`src/rtl/ebs_pkg.sv`:
```
package ebs_pkg;

  typedef enum logic [2:0] {
    CYC_IDLE      = 3'd0,
    CYC_FETCH_INT = 3'd1,
    CYC_FETCH_EXT = 3'd2,
    CYC_DATA_RD   = 3'd3,
    CYC_DATA_WR   = 3'd4
  } cyc_kind_e;

  typedef struct packed {
    logic ale;
    logic psen_n;
    logic rd_n;
    logic wr_n;
    logic fetch_ext;
  } strobes_t;

  localparam strobes_t STROBES_QUIET = '{ale: 1'b0, psen_n: 1'b1, rd_n: 1'b1,
                                         wr_n: 1'b1, fetch_ext: 1'b0};

  // true when pos lies in [first, first+len)
  function automatic logic in_window(input int pos, input int first, input int len);
    return (pos >= first) && (pos < first + len);
  endfunction

  // cycle class from the sampled requests; data wins over fetch, read over write
  function automatic cyc_kind_e pick_kind(input logic rd, input logic wr,
                                          input logic fe, input logic goes_ext);
    if (rd)      return CYC_DATA_RD;
    else if (wr) return CYC_DATA_WR;
    else if (fe) return goes_ext ? CYC_FETCH_EXT : CYC_FETCH_INT;
    else         return CYC_IDLE;
  endfunction

endpackage

```
`src/rtl/ebs_cycle_timer.sv`:
```
module ebs_cycle_timer #(
  parameter int STATES         = 6,
  parameter int CLKS_PER_STATE = 2,
  localparam int CYC_CLKS      = STATES * CLKS_PER_STATE,
  localparam int CW            = $clog2(CYC_CLKS)
) (
  input  logic          clk,
  input  logic          rst_n,
  output logic [CW-1:0] pos_nx,
  output logic          wrap
);
  localparam logic [CW-1:0] LAST = CW'(CYC_CLKS - 1);

  logic [CW-1:0] pos_q;

  assign wrap   = (pos_q == LAST);
  assign pos_nx = wrap ? '0 : pos_q + 1'b1;

  // parks on the last clock during reset so the first edge opens clock 0
  always_ff @(posedge clk or negedge rst_n) begin
    if (!rst_n) pos_q <= LAST;
    else        pos_q <= pos_nx;
  end
endmodule

```
`src/rtl/ebs_cycle_classify.sv`:
```
module ebs_cycle_classify
  import ebs_pkg::*;
#(
  parameter int            AW           = 16,
  parameter logic [AW-1:0] INT_CODE_TOP = 16'h0FFF
) (
  input  logic          int_code_en,
  input  logic          fetch_req,
  input  logic [AW-1:0] fetch_addr,
  input  logic          data_rd_req,
  input  logic          data_wr_req,
  output cyc_kind_e     kind_req
);
  logic goes_ext;

  assign goes_ext = !int_code_en || (fetch_addr > INT_CODE_TOP);
  assign kind_req = pick_kind(data_rd_req, data_wr_req, fetch_req, goes_ext);
endmodule

```
`src/rtl/ebs_strobe_gen.sv`:
```
module ebs_strobe_gen
  import ebs_pkg::*;
#(
  parameter int STATES         = 6,
  parameter int CLKS_PER_STATE = 2,
  parameter int PSEN_CLKS      = 3,
  parameter int DATA_CLKS      = 6,
  localparam int CYC_CLKS      = STATES * CLKS_PER_STATE,
  localparam int CW            = $clog2(CYC_CLKS)
) (
  input  logic          clk,
  input  logic          rst_n,
  input  logic [CW-1:0] pos_nx,
  input  cyc_kind_e     kind_nx,
  output strobes_t      strb_q
);
  // first latch pulse opens in the second clock of the first state,
  // the second one half a machine cycle later
  localparam int ALE_A  = CLKS_PER_STATE - 1;
  localparam int ALE_B  = (STATES / 2) * CLKS_PER_STATE + ALE_A;
  localparam int CODE_A = ALE_A + CLKS_PER_STATE;
  localparam int CODE_B = ALE_B + CLKS_PER_STATE;
  localparam int DATA_A = CODE_A;

  function automatic strobes_t decode(input logic [CW-1:0] pos, input cyc_kind_e k);
    strobes_t s;
    int p;
    logic is_data;
    p       = int'(pos);
    is_data = (k == CYC_DATA_RD) || (k == CYC_DATA_WR);
    s.ale       = in_window(p, ALE_A, CLKS_PER_STATE) ||
                  (!is_data && in_window(p, ALE_B, CLKS_PER_STATE));
    s.psen_n    = !((k == CYC_FETCH_EXT) &&
                    (in_window(p, CODE_A, PSEN_CLKS) || in_window(p, CODE_B, PSEN_CLKS)));
    s.rd_n      = !((k == CYC_DATA_RD) && in_window(p, DATA_A, DATA_CLKS));
    s.wr_n      = !((k == CYC_DATA_WR) && in_window(p, DATA_A, DATA_CLKS));
    s.fetch_ext = (k == CYC_FETCH_EXT);
    return s;
  endfunction

  // outputs registered from next-state values: pin timing equals decode of current state
  always_ff @(posedge clk or negedge rst_n) begin
    if (!rst_n) strb_q <= STROBES_QUIET;
    else        strb_q <= decode(pos_nx, kind_nx);
  end
endmodule

```
`src/rtl/ext_bus_strobe_seq.sv`:
```
module ext_bus_strobe_seq
  import ebs_pkg::*;
#(
  parameter int            AW             = 16,
  parameter logic [AW-1:0] INT_CODE_TOP   = 16'h0FFF,
  parameter int            STATES         = 6,
  parameter int            CLKS_PER_STATE = 2,
  parameter int            PSEN_CLKS      = 3,
  parameter int            DATA_CLKS      = 6,
  localparam int           CYC_CLKS       = STATES * CLKS_PER_STATE,
  localparam int           CW             = $clog2(CYC_CLKS)
) (
  input  logic          clk,
  input  logic          rst_n,
  input  logic          int_code_en,
  input  logic          fetch_req,
  input  logic [AW-1:0] fetch_addr,
  input  logic          data_rd_req,
  input  logic          data_wr_req,
  output logic          ale,
  output logic          psen_n,
  output logic          rd_n,
  output logic          wr_n,
  output logic          fetch_ext
);
  logic [CW-1:0] pos_nx;
  logic          cyc_wrap;
  cyc_kind_e     kind_req;
  cyc_kind_e     kind_q;
  cyc_kind_e     kind_nx;
  strobes_t      strb_q;

  ebs_cycle_timer #(
    .STATES(STATES), .CLKS_PER_STATE(CLKS_PER_STATE)
  ) u_tmr (
    .clk(clk), .rst_n(rst_n), .pos_nx(pos_nx), .wrap(cyc_wrap)
  );

  ebs_cycle_classify #(
    .AW(AW), .INT_CODE_TOP(INT_CODE_TOP)
  ) u_cls (
    .int_code_en(int_code_en), .fetch_req(fetch_req), .fetch_addr(fetch_addr),
    .data_rd_req(data_rd_req), .data_wr_req(data_wr_req), .kind_req(kind_req)
  );

  // class is taken only at the cycle boundary and held for the whole cycle
  assign kind_nx = cyc_wrap ? kind_req : kind_q;

  always_ff @(posedge clk or negedge rst_n) begin
    if (!rst_n) kind_q <= CYC_IDLE;
    else        kind_q <= kind_nx;
  end

  ebs_strobe_gen #(
    .STATES(STATES), .CLKS_PER_STATE(CLKS_PER_STATE),
    .PSEN_CLKS(PSEN_CLKS), .DATA_CLKS(DATA_CLKS)
  ) u_gen (
    .clk(clk), .rst_n(rst_n), .pos_nx(pos_nx), .kind_nx(kind_nx), .strb_q(strb_q)
  );

  assign ale       = strb_q.ale;
  assign psen_n    = strb_q.psen_n;
  assign rd_n      = strb_q.rd_n;
  assign wr_n      = strb_q.wr_n;
  assign fetch_ext = strb_q.fetch_ext;
endmodule

```
`config.mk`:
```
export PLATFORM = sky130hd
export DESIGN_NAME = ext_bus_strobe_seq
export DESIGN_NICKNAME = d
export VERILOG_FILES = /design/src/rtl/ebs_pkg.sv /design/src/rtl/ebs_cycle_timer.sv /design/src/rtl/ebs_cycle_classify.sv /design/src/rtl/ebs_strobe_gen.sv /design/src/rtl/ext_bus_strobe_seq.sv
export SDC_FILE = /design/constraint.sdc
export NUM_CORES = 1
export LEC_CHECK = 0
export ABC_AREA = 1
export ABC_CLOCK_PERIOD_IN_PS = 1600
export BUFFER_PORTS_ARGS = -buffer_cell sky130_fd_sc_hd__buf_4
export CORE_ASPECT_RATIO = 0.9
export CORE_MARGIN = 3
export CORE_UTILIZATION = 25
export CTS_BUF_LIST = sky130_fd_sc_hd__clkbuf_16
export DETAILED_ROUTE_END_ITERATION = 10
export PLACE_DENSITY = 0.55
export RECOVER_POWER = 50
export SYNTH_ARGS = -nofsm -noshare
export SYNTH_HDL_FRONTEND = slang
export SYNTH_SLANG_ARGS = --single-unit
```
`constraint.sdc`:
```
create_clock -name clk -period 1.6 [get_ports clk]
set_input_delay 0.08 -clock clk [delete_from_list [all_inputs] [get_ports clk]]
set_output_delay 0.08 -clock clk [all_outputs]
set_load 0.05 [all_outputs]
```
==> flow_summary.ini <==
[sta]
setup_viol = 0
fmax_mhz = 662
hold_viol = 0
slew_viol_final = 0
tightest_slew_ps = 637
rsz0062_at_grt = no
setup_ws_ps = 89.7
fin_worst_skew_ps = 1.09
period_share_pct = 94.4
period_needed_ps = 1510
max_slew_margin_pct = 57.5

[clock_network]
clk_latency_ps = 240
postCtsSetupBuffers = 0
numCtsBuffers = 3
cts_root_buffer = clkbuf_16
cts.sinks = 12
path_clk_slew_ps = 40
cts_tree = done
cts.path.max_buffers = 2
cts_max_level = 1

[floorplan]
coreArea_um2 = 2300
die_y_um = 54.2
die-width_um = 59.5
io_pins = 27
dieArea_um2 = 3220
rows = 16
start_util_pct = 28.0

[placed_design]
dp_cells = 117
hpwl_um = 978
place_ws_ps = -8.27
place_area_um2 = 806
portBuffers = 14
gp_congestion = 0.834

[yosys]
syn_inst = 73
syn_avg_cell_area_um2 = 8.83
syn_area_um2 = 644
ys_ff_latch = 12
synth.distinct_cells = 20
ys_seq_area_share_pct = 47.8
yosysWarnings = 0
syn-num-nets = 98

[worst_setup_path]
cp-start-kind = flip-flop
worstReg2RegEnd = u_gen.strb_q[4]
crit_path_end_kind = flip-flop
r2r_setup_slack_ps = 90
r2r_cells = 9
crit_type = flip-flop to flip-flop
rr_startpoint = u_tmr.pos_q[0]
arrival_ps = 1630
worstPathRequired_ps = 1720
cp_max_fo = 6

[global_route]
grt_first_pass_wirelength_um = 1950
grt_pass1_vias = 472
grt.total_usage_pct = 8.38
grt_max_degree = 13
antenna_found_initial = 0
gr-total-overflow = 0

[worst_hold_path]
whs_path_depth = 3
min-delay-start = data_wr_req
hold_path_class = input pin to flip-flop
min_to = kind_q[2]

[routing]
dr.pass1.iters = 3
via_per_inst = 4.33
drc = 0
wl_um = 1160
drt_iter0_markers = 5
vias = 528
wl_per_cell_um = 9.50
detail-route-antenna-nets = 0

[power_and_ir_drop]
leakage_uw = 0.000429
powerDensity_nw_per_um2 = 907
peakVddDrop_uv = 689
p_total_uw = 817

[final_layout]
n_antenna_cell = 0
final_cell_area_um2 = 901
drive_gt1_share_pct = 36.8
syn_to_final_growth_pct = 39.8
layout_common_cells = nand2_1, buf_4, inv_1
layout.nets = 121
final_cells = 122
n_fill_cell = 225

[job]
max_cap_viol_count = 0

[run_status]
status = completed
worst max path at each step:
stage                    from              end  slack (ps)  cells after the start
4_1_cts        u_tmr.pos_q[0]  u_gen.strb_q[4]          30                      8
3_5_place_dp   u_tmr.pos_q[0]  u_gen.strb_q[4]          -8                      8
6_report       u_tmr.pos_q[0]  u_gen.strb_q[4]          90                      9
2_1_floorplan  u_tmr.pos_q[0]  u_gen.strb_q[4]          60                      8
5_1_grt        u_tmr.pos_q[0]  u_gen.strb_q[4]           2                      9
3_3_place_gp   u_tmr.pos_q[0]  u_gen.strb_q[4]         -20                      8
registers in the layout, indices dropped and copies added, names as in the netlist:
name,count
u_tmr.pos_q,4
u_gen.strb_q,5
kind_q,3
routing by layer:
metal  track usage [%]  routed length [µm]
met2              12.7                 547
met5                 0                   0
met3              5.76                  91
met4              1.11                   0
met1              10.0                 521
worst max-delay path: stages, from the launching register on:
cell	delay (ps)
dfstp_2	550
ha_4	160
nand3_4	120
inv_2	110
or2_4	130
nand2_4	60
nor2_2	90
nand2_1	50
nand3_1	60
nand2_1	50
Yosys cell counts:
master	n	share of area, %
a21oi_1	1	0.78
dfrtp_1	6	23
dfstp_2	6	24
ha_1	3	5.8
inv_1	11	6.4
inv_2	3	1.7
nand2_1	14	8.2
nand2_2	1	0.97
nand2_4	1	1.7
nand3_1	8	6.2
nand3_4	1	2.7
nand4_1	3	2.9
nor2_1	7	4.1
nor2_2	2	1.9
nor3_2	1	1.6
o211ai_1	1	1.2
o21ai_0	1	0.78
o21ai_4	1	2.5
or2_4	1	1.4
xor2_1	1	1.4
kinds of logic after synthesis:
kind of cell               count (synthesis)  share of synthesized area [%]
adders and majority gates                  3                           5.83
DFF                                       12                           47.8
AOI/OAI and AO/OA                          4                           5.24
buffers and inverters                     14                           8.16
and+or+nand+nor                           39                           31.7
xor gates and xnor gates                   1                           1.36
metrics by stage:
step | hold WS [ps] | utilization (%) | setup TNS (ps)
detailed placement | -72.8 | 35.0 | -8.27
global placement | -74.7 | 35.0 | -19.5
floorplan | -216 | - | 0
CTS | 154 | 39.0 | 0
global route | 164 | 39.1 | 0
finish | 154 | 39.1 | 0
layout make-up:
class                   instances  area, µm²  share of cell area, %
clock buffers                   3       75.1                   8.33
inverters                      14       52.6                   5.83
well taps                      27       33.8                   3.75
flip-flops and latches         12        308                   34.2
clock inverters                 1       3.75                  0.417
repair buffers                 18        126                   14.0
multi-input cells              47        302                   33.5
timing repair:
| action | CTS | global route |
|---|---|---|
| resized for setup | 1 | 2 |
| setup endpoints to repair | 1 | 4 |
| hold buffers | 1 | 0 |
| endpoints found under the hold margin | 12 | 0 |
where the power goes:
part	leakage, µW	total, µW	switching, µW	internal, µW
Clock	0.0000385	446	118	328
Sequential	0.000134	313	1.27	311
Combinational	0.000256	58.8	32.8	26.1
Total	0.000429	817	152	665
Note: power is estimated with default switching activity, not from simulation.
